**config.mk**
```make
export PLATFORM = sky130hd
export DESIGN_NAME = keyed_watchdog
export DESIGN_NICKNAME = d
export VERILOG_FILES = /design/src/rtl/wdt_pkg.sv /design/src/rtl/wdt_key_match.sv /design/src/rtl/wdt_countdown.sv /design/src/rtl/wdt_pulse.sv /design/src/rtl/keyed_watchdog.sv
export SDC_FILE = /design/constraint.sdc
export NUM_CORES = 1
export LEC_CHECK = 0
export BUFFER_PORTS_ARGS = -buffer_cell sky130_fd_sc_hd__buf_2
export CAP_MARGIN = 5
export CORE_MARGIN = 1
export CORE_UTILIZATION = 34
export DETAILED_ROUTE_END_ITERATION = 16
export HOLD_SLACK_MARGIN = 0.06
export SLEW_MARGIN = 20
export SYNTH_ARGS = -nofsm -noshare
export SYNTH_HDL_FRONTEND = slang
export SYNTH_SLANG_ARGS = --single-unit
```
**constraint.sdc**
```tcl
create_clock -name clk -period 7.8 [get_ports clk]
set_clock_uncertainty 0.2 [all_clocks]
set_input_delay 0 -clock clk [delete_from_list [all_inputs] [get_ports clk]]
set_output_delay 0 -clock clk [all_outputs]
set_load 0.02 [all_outputs]
```
**src/rtl/wdt_pkg.sv**
```systemverilog
package wdt_pkg;
  localparam int DATA_W = 32;
  localparam logic [DATA_W-1:0] KEY_RUN_A  = 32'h0000_FF00;
  localparam logic [DATA_W-1:0] KEY_RUN_B  = 32'h0000_00FF;
  localparam logic [DATA_W-1:0] KEY_HALT_A = 32'h0000_EE00;
  localparam logic [DATA_W-1:0] KEY_HALT_B = 32'h0000_00EE;
  localparam int STAT_BIT = 3;

  typedef enum logic [1:0] {
    REG_LOAD  = 2'd0,
    REG_KEY   = 2'd1,
    REG_WIDTH = 2'd2,
    REG_STAT  = 2'd3
  } wdt_reg_e;

  typedef enum logic [1:0] {
    ARM_NONE = 2'd0,
    ARM_RUN  = 2'd1,
    ARM_HALT = 2'd2
  } arm_e;
endpackage

```
**src/rtl/wdt_key_match.sv**
```systemverilog
module wdt_key_match
  import wdt_pkg::*;
(
  input  logic              clk,
  input  logic              rst_n,
  input  logic              wr_i,
  input  logic              key_sel_i,
  input  logic [DATA_W-1:0] wdata_i,
  output logic              start_o,
  output logic              stop_o
);
  arm_e arm_q;
  logic key_wr;

  assign key_wr  = wr_i && key_sel_i;
  assign start_o = key_wr && (arm_q == ARM_RUN)  && (wdata_i == KEY_RUN_B);
  assign stop_o  = key_wr && (arm_q == ARM_HALT) && (wdata_i == KEY_HALT_B);

  always_ff @(posedge clk) begin
    if (!rst_n) begin
      arm_q <= ARM_NONE;
    end else if (wr_i) begin
      if (key_wr && wdata_i == KEY_RUN_A)       arm_q <= ARM_RUN;
      else if (key_wr && wdata_i == KEY_HALT_A) arm_q <= ARM_HALT;
      else                                      arm_q <= ARM_NONE;
    end
  end

  // a completed pair always consumes the pending first word
  p_pair_consumed_r3: assert property (@(posedge clk) disable iff (!rst_n)
    (start_o || stop_o) |=> !(start_o || stop_o));
endmodule

```
**src/rtl/wdt_countdown.sv**
```systemverilog
module wdt_countdown #(
  parameter int CNT_W = 32
) (
  input  logic             clk,
  input  logic             rst_n,
  input  logic             tick_i,
  input  logic             start_i,
  input  logic             stop_i,
  input  logic [CNT_W-1:0] dflt_i,
  output logic [CNT_W-1:0] count_o,
  output logic             run_o,
  output logic             fire_o
);
  localparam logic [CNT_W-1:0] ONE = CNT_W'(1);

  logic [CNT_W-1:0] count_q;
  logic             run_q;
  logic             last_step;

  assign last_step = count_q <= ONE;
  assign fire_o    = run_q && tick_i && !stop_i && last_step;
  assign count_o   = count_q;
  assign run_o     = run_q;

  always_ff @(posedge clk) begin
    if (!rst_n) begin
      count_q <= '0;
      run_q   <= 1'b0;
    end else if (stop_i) begin
      run_q   <= 1'b0;
      count_q <= dflt_i;
    end else if (start_i && !run_q) begin
      run_q   <= 1'b1;
      count_q <= dflt_i;
    end else if (run_q && tick_i) begin
      if (last_step) begin
        count_q <= '0;
        run_q   <= 1'b0;
      end else begin
        count_q <= count_q - ONE;
      end
    end
  end

  p_hold_no_tick_r5: assert property (@(posedge clk) disable iff (!rst_n)
    (run_q && !tick_i && !stop_i) |=> (count_q == $past(count_q)));

  p_start_ignored_r4: assert property (@(posedge clk) disable iff (!rst_n)
    (run_q && start_i && !tick_i && !stop_i) |=> run_q && (count_q == $past(count_q)));

  p_step_r5: assert property (@(posedge clk) disable iff (!rst_n)
    (run_q && tick_i && !stop_i && !last_step) |=> (count_q == $past(count_q) - ONE));

  p_expire_r6: assert property (@(posedge clk) disable iff (!rst_n)
    fire_o |=> (!run_q && count_q == '0));
endmodule

```
**src/rtl/wdt_pulse.sv**
```systemverilog
module wdt_pulse #(
  parameter int PW_W = 16
) (
  input  logic            clk,
  input  logic            rst_n,
  input  logic            tick_i,
  input  logic            fire_i,
  input  logic [PW_W-1:0] width_i,
  output logic            rst_o
);
  logic [PW_W-1:0] left_q;
  logic            act_q;

  assign rst_o = act_q;

  always_ff @(posedge clk) begin
    if (!rst_n) begin
      act_q  <= 1'b0;
      left_q <= '0;
    end else if (fire_i) begin
      act_q  <= 1'b1;
      left_q <= width_i;
    end else if (act_q && tick_i) begin
      if (left_q == '0) act_q  <= 1'b0;
      else              left_q <= left_q - PW_W'(1);
    end
  end

  p_fire_raises_r7: assert property (@(posedge clk) disable iff (!rst_n)
    fire_i |=> rst_o);

  p_last_tick_drops_r7: assert property (@(posedge clk) disable iff (!rst_n)
    (act_q && tick_i && left_q == '0 && !fire_i) |=> !rst_o);

  p_hold_between_ticks_r7: assert property (@(posedge clk) disable iff (!rst_n)
    (act_q && !tick_i) |=> rst_o);
endmodule

```
**src/rtl/keyed_watchdog.sv**
```systemverilog
module keyed_watchdog
  import wdt_pkg::*;
#(
  parameter int CNT_W = 32,
  parameter int PW_W  = 16
) (
  input  logic        clk,
  input  logic        rst_n,
  input  logic        ref_tick,
  input  logic        reg_wr,
  input  logic [1:0]  reg_addr,
  input  logic [31:0] reg_wdata,
  output logic [31:0] reg_rdata,
  output logic        wd_reset,
  output logic        wd_irq
);
  logic [CNT_W-1:0] dflt_q;
  logic [PW_W-1:0]  width_q;
  logic             flag_q;
  logic [CNT_W-1:0] live_cnt;
  logic             running;
  logic             fire;
  logic             start_k;
  logic             stop_k;
  logic             clr_w1c;
  wdt_reg_e         sel;

  assign sel     = wdt_reg_e'(reg_addr);
  assign clr_w1c = reg_wr && (sel == REG_STAT) && reg_wdata[STAT_BIT];

  wdt_key_match u_keys (
    .clk       (clk),
    .rst_n     (rst_n),
    .wr_i      (reg_wr),
    .key_sel_i (sel == REG_KEY),
    .wdata_i   (reg_wdata),
    .start_o   (start_k),
    .stop_o    (stop_k)
  );

  wdt_countdown #(.CNT_W(CNT_W)) u_cnt (
    .clk     (clk),
    .rst_n   (rst_n),
    .tick_i  (ref_tick),
    .start_i (start_k),
    .stop_i  (stop_k),
    .dflt_i  (dflt_q),
    .count_o (live_cnt),
    .run_o   (running),
    .fire_o  (fire)
  );

  wdt_pulse #(.PW_W(PW_W)) u_pulse (
    .clk     (clk),
    .rst_n   (rst_n),
    .tick_i  (ref_tick),
    .fire_i  (fire),
    .width_i (width_q),
    .rst_o   (wd_reset)
  );

  always_ff @(posedge clk) begin
    if (!rst_n) begin
      dflt_q  <= '0;
      width_q <= '0;
      flag_q  <= 1'b0;
    end else begin
      if (reg_wr && sel == REG_LOAD)  dflt_q  <= reg_wdata[CNT_W-1:0];
      if (reg_wr && sel == REG_WIDTH) width_q <= reg_wdata[PW_W-1:0];
      if (fire)         flag_q <= 1'b1;
      else if (clr_w1c) flag_q <= 1'b0;
    end
  end

  assign wd_irq = flag_q;

  always_comb begin
    reg_rdata = '0;
    case (sel)
      REG_LOAD:  reg_rdata[CNT_W-1:0] = live_cnt;
      REG_KEY:   reg_rdata[0]         = running;
      REG_WIDTH: reg_rdata[PW_W-1:0]  = width_q;
      REG_STAT:  reg_rdata[STAT_BIT]  = flag_q;
      default:   reg_rdata            = '0;
    endcase
  end

  p_flag_set_r8: assert property (@(posedge clk) disable iff (!rst_n)
    fire |=> wd_irq);

  p_flag_clear_r8: assert property (@(posedge clk) disable iff (!rst_n)
    (clr_w1c && !fire) |=> !wd_irq);

  p_flag_sticky_r8: assert property (@(posedge clk) disable iff (!rst_n)
    (wd_irq && !clr_w1c) |=> wd_irq);
endmodule

```
== Yosys cells after proc, flatten, opt, wreduce, memory -nomap -nowiden ==
Cells that the tools add are included.

* Logic and storage cells: 74
* Bits in latches: 0
* Register bits: 101
* Memory bits (read-only): 0
* Memory bits (writable): 0
* Memories: 0

* Multiply operators: 0
* Muxes and demuxes: 22
* Shifts and indexed selects: 0
* Magnitude comparators: 1
* Equal/unequal tests: 10
* Divide/modulo/power cells: 0
* Bitwise operators: 1
* Add/sub/neg operators: 2
* Reduce and logical (&&, ||, !) cells: 30

{| class="wikitable"
|+ Operator list
! kind !! count
|-
| two-way mux 32 bit || 4
|-
| equality test 32 x 16 -> 1 bit (second input constant) || 2
|-
| equality test 32 x 8 -> 1 bit (second input constant) || 2
|-
| two-way mux 16 bit || 4
|-
| less-or-equal comparator 32 x 1 -> 1 bit (second input constant) || 1
|-
| subtractor 32 x 1 -> 32 bit (second input constant) || 1
|-
| case mux 12 bit (2 select lines) || 1
|-
| logical AND 1 bit || 16
|-
| zero test 16 bit || 1
|-
| subtractor 16 x 1 -> 16 bit (second input constant) || 1
|-
| nonzero test 2 bit || 5
|-
| two-way mux 1 bit || 8
|-
| equality test 2 bit (second input constant) || 3
|-
| case mux 1 bit (3 select lines) || 2
|-
| AND reduction 2 bit || 3
|-
| equality test 2 x 1 -> 1 bit (second input constant) || 2
|-
| two-way mux 2 bit || 2
|-
| case mux 2 bit (2 select lines) || 1
|-
| nonzero test 3 bit || 1
|-
| zero test 1 bit || 2
|-
| zero test 2 bit || 1
|-
| inequality test 2 bit (second input constant) || 1
|-
| OR reduction 2 bit || 1
|-
| inverter 1 bit || 1
|}

== Depth between registers and ports, before layout ==
* Depth in word-level cells: 9
* Gate-level depth with buffers: 9

== Modules after synthesis ==
Synthesis repeated with hierarchy kept, for this count alone.

* Cells, all modules: 658
* Area total of the unflattened synthesis: 5,690.5 µm²

{| class="wikitable"
|+ Modules (own cells, without submodules)
! module !! instances !! cells each !! sequential area each (µm²) !! area each (µm²)
|-
| keyed_watchdog || 1 || 253 || 980.9 || 2,296.0
|-
| wdt_countdown || 1 || 258 || 660.6 || 2,139.6
|-
| wdt_pulse || 1 || 115 || 340.3 || 975.9
|-
| wdt_key_match || 1 || 32 || 40.0 || 279.0
|}

== Worst setup path before layout ==
OpenSTA, ideal clock, no wires.

* Path type: reg-to-reg
* Start point: register u_cnt.count_q[4], in the netlist u_cnt.count_o[4]
* End point: register u_cnt.count_q[11], in the netlist u_cnt.count_o[11]
* Arrival time: 2.381 ns
* Clock period less this slack: 2.704 ns
* Cell stages (with the launch flop): 9
* Slack: 5.096 ns
* Library setup time: 0.123 ns
* Buffers on the path: 3
* Cell sequence: dfxtp_1 or4_1 buf_2 or4_4 buf_6 o31a_1 buf_6 a221oi_1 nor2_1

* Cells in the longest elaborated chain, start to end: 5
* Elaborated cells between the ends (all ways): 6

{| class="wikitable"
|+ RTL lines
! what !! line !! source
|-
| start: declaration || wdt_countdown.sv:16 || <nowiki>logic [CNT_W-1:0] count_q;</nowiki>
|-
| start signal: assignment || wdt_countdown.sv:31 || <nowiki>count_q <= dflt_i;</nowiki>
|-
| start signal: assignment || wdt_countdown.sv:34 || <nowiki>count_q <= dflt_i;</nowiki>
|-
| start signal: assignment || wdt_countdown.sv:40 || <nowiki>count_q <= count_q - ONE;</nowiki>
|-
| subtractor 32 x 1 -> 32 bit or less-or-equal comparator 32 x 1 -> 1 bit (tied branches) || wdt_countdown.sv:40, wdt_countdown.sv:20 ||
|-
| two-way mux 32 bit (*) || wdt_countdown.sv:36 || <nowiki>if (last_step) begin</nowiki>
|-
| two-way mux 32 bit (*) || wdt_countdown.sv:35 || <nowiki>end else if (run_q && tick_i) begin</nowiki>
|-
| two-way mux 32 bit (*) || wdt_countdown.sv:32 || <nowiki>end else if (start_i && !run_q) begin</nowiki>
|-
| two-way mux 32 bit (*) || wdt_countdown.sv:29 || <nowiki>end else if (stop_i) begin</nowiki>
|}

Mark *: on every way between the ends. The rest lies on a longest branch, timed or not. The select of a mux whose other input is x is not followed.
A chain may end at the register's enable or synchronous reset.

== Worst setup path in the final report ==
* Start point: register u_cnt.count_q[16], in the netlist u_cnt.count_o[16]
* End point: register u_pulse.left_q[9]

* Cells in the longest elaborated chain, start to end: 4
* Elaborated cells between the ends (all ways): 6

{| class="wikitable"
|+ RTL lines
! what !! line !! source
|-
| less-or-equal comparator 32 x 1 -> 1 bit (*) || wdt_countdown.sv:20 || <nowiki>assign last_step = count_q <= ONE;</nowiki>
|-
| logical AND 1 bit (*) || wdt_countdown.sv:21 || <nowiki>assign fire_o = run_q && tick_i && !stop_i && last_step;</nowiki>
|-
| inequality test 2 bit (no line) or nonzero test 2 bit (tied branches) || n/a ||
|-
| AND reduction 2 bit (no line) || n/a ||
|-
| end signal: assignment || wdt_pulse.sv:22 || <nowiki>left_q <= width_i;</nowiki>
|-
| end signal: assignment || wdt_pulse.sv:25 || <nowiki>else left_q <= left_q - PW_W'(1);</nowiki>
|-
| end: declaration || wdt_pulse.sv:11 || <nowiki>logic [PW_W-1:0] left_q;</nowiki>
|}

Mark *: on every way between the ends. The rest lies on a longest branch, timed or not.

==> impl_metrics.yaml <==
run_status:
  outcome: "finished, final reports clean"
timing:
  max_freq_mhz: 312
  drv_slew: 0
  fin_crit_ns: 3.20
  rsz0062_at_grt: "false"
  timing.final.crit_share: 0.411
  finalHoldViolations: 0
  tightest_slew_ns: 1.07
  slew_headroom: 0.290
  finalSetupViolCount: 0
  fin_tns_setup_ns: 0
  setup_slack_ns: 4.60
layout:
  fill_cells: 1629
  finalInstanceArea_um2: 6410
  areaGrowthSynthToFinish_pct: 19.4
  fin_cells: 966
  multi_input_area_um2: 3120
  layout_common_cells: "nand2_1, dfxtp_1, buf_2, a21boi_0, nor2_1"
  antenna_cells: 0
  post-route-util: 0.419
  drive_gt1_frac: 0.127
  layout.nets: 794
  regArea_um2: 2020
  mostFrequentLayoutCell: "nand2_1"
hold_path:
  hold_depth: 4
  worstHoldPathType: "input port to flop"
  hold_start: "reg_addr[1]"
  min_delay_worst_endpoint: "wd_irq"
critical_path:
  r2r-start: "u_cnt.count_o[16]"
  reg2reg_slack_ns: 4.60
  worstSetupEndpointType: "flop"
  critPathLaunchType: "flop"
  r2r_end: "u_pulse.left_q[9]"
  rr_worst_depth: 6
  cp_max_fo: 33
  crit_arrival_ns: 3.20
  critPathKind: "flop to flop"
  required_ns: 7.79
cts:
  cts-hold-fix-buffers: 34
  post-cts-setup-buffers: 0
  clkTransAtPathRegs_ns: 0.07
  cts_sinks: 101
  postCtsResizedCells: 0
  h-tree-depth: 3
  clock_path_buffers: 2
  clk_latency_ns: 0.35
  cts-root-buf: "clkbuf_16"
  cts_buffers: 9
  cts_tree: "done"
placed_design:
  io_buffers: 71
  gp_congestion: 0.803
  place_inst: 919
  placed_cell_area_um2: 5810
  hpwl_mm: 11.4
  pre_cts_ws_ns: 4.64
floorplan:
  fp.coreArea_um2: 15300
  fp.dieH_um: 128
  ios: 72
  initial_core_util: 0.350
  dieArea_um2: 16300
  row_count: 45
  die_x_um: 128
routing:
  drt_first_pass_iters: 5
  wirelength_mm: 16.2
  num_vias: 5195
  drc: 0
  drtIter0Drc: 357
  viasPerCell: 5.38
  wl_per_cell_um: 16.8
  detail-route-antenna-nets: 0
job:
  max_cap_violations: 0
global_routing:
  grt_pass1_wl_mm: 25.9
  grt_max_degree: 103
  grt_pass1_vias: 4716
  grt_antenna_before_repair: 0
  gr-total-overflow: 0
  track_usage: 0.205
synth:
  yosys_warnings: 0
  synth_edf_count: 0
  postSynth.asyncResetShare: 0
  syn-num-nets: 719
  synth.distinct_cells: 56
  avgSynthCellArea_um2: 7.92
  synthCells: 678
  synth.cell_area_um2: 5370
  yosys_register_bits: 101
  ys_seq_area_frac: 0.377
  synth_flop_cell: "dfxtp_1"
pwr:
  p_per_area_nw_per_um2: 159
  cellLeakagePower_nw: 2.58
  irDropWorstVdd_mv: 0.0952
[per-layer routing]
layer	wire [um]	GRT usage	part of all wire	up-vias
li1	-	-	-	2565
met2	7100	0.303	0.44	145
met1	8110	0.305	0.50	2465
met3	747	0.0268	0.046	20
met4	284	0.0671	0.017	0
met5	0	0	0	-
[worst max-delay path by stage]
stage | from | endpoint | slack [ns] | cells after the start
floorplan | u_cnt.count_o[4] | u_cnt.count_o[11] | 5.10 | 8
global placement | u_cnt.count_o[16] | u_pulse.left_q[11] | 4.71 | 6
detailed placement | u_cnt.count_o[16] | u_pulse.left_q[9] | 4.64 | 6
CTS | u_cnt.count_o[16] | u_pulse.left_q[9] | 4.63 | 6
global route | u_cnt.count_o[16] | u_pulse.left_q[2] | 4.40 | 6
finish | u_cnt.count_o[16] | u_pulse.left_q[9] | 4.60 | 6
[per-stage QoR]
step | hold WS (ns) | power, mW
floorplan | -0.0551 | 0.574
global placement | 0.0701 | 0.603
detailed placement | 0.0723 | 0.604
CTS | 0.0769 | 1.02
global route | 0.119 | 1.05
finish | 0.0648 | 1.02
[cell type report]
type | instances | share of cell area
Clock buffer | 11 | 0.0379
Timing Repair Buffer | 108 | 0.112
Inverter | 9 | 0.00527
Multi-Input combinational cell | 524 | 0.486
Sequential cell | 101 | 0.315
Tap cell | 211 | 0.0412
Clock inverter | 2 | 0.00195
[registers in the layout, indices dropped and copies added, names as in the netlist]
register,flops
u_pulse.left_q,16
wd_irq,1
u_pulse.rst_o,1
u_cnt.count_o,32
dflt_q,32
u_keys.arm_q,2
u_cnt.run_o,1
width_q,16
[cells in the mapped netlist (all sizes together), types with 2 or more instances]
cell	number	area, um^2
nor4b	2	17.5
o31ai	3	36.3
nor3	17	96.4
o211a	10	100
or2	3	18.8
nand3	21	105
o21a	2	15.0
nor2	44	165
mux2i	20	200
o21ai	36	180
xor2	12	105
dfxtp	101	2020
a21oi	17	85.1
ha	3	37.5
o211ai	6	45.0
a211oi	2	15.0
a21boi	54	405
nor4	18	113
nor2b	4	25.0
and2	25	156
or4	15	116
nand4b	2	17.5
and3	4	25.0
inv	9	33.8
o41ai	4	35.0
buf	9	66.3
a31oi	9	56.3
xnor2	10	87.6
clkbuf	35	131
nand2	135	507
o22ai	2	12.5
nand4	7	43.8
or3	14	87.6
nor3b	4	30.0
a221oi	6	52.6
[worst max-delay path: stages (launching register included)]
cell and delay [ns]:
dfxtp_1 0.36, or4_1 0.58, or2_1 0.29, or3_1 0.41, a2111o_1 0.83, o21ai_1 0.31
a21oi_1 0.06
[report_power, final]
group / internal, mW / switching [mW]
sequential: 0.524 / 0.00601
combinational: 0.0335 / 0.0420
clock: 0.220 / 0.193
total: 0.777 / 0.241
[kinds of logic (layout without fill, tap and decap cells)]
group                      count (synthesis)  in the layout  synth area share
AOI/OAI and AO/OA                        159            159             0.207
xor gates and xnor gates                  22             22            0.0359
adders and majority gates                  3              3           0.00699
buffers and inverters                     53            130            0.0431
DFF                                      101            101             0.377
muxes                                     21             21            0.0394
and+or+nand+nor                          319            319             0.291
No activity file was read; power rests on OpenSTA's default activity.
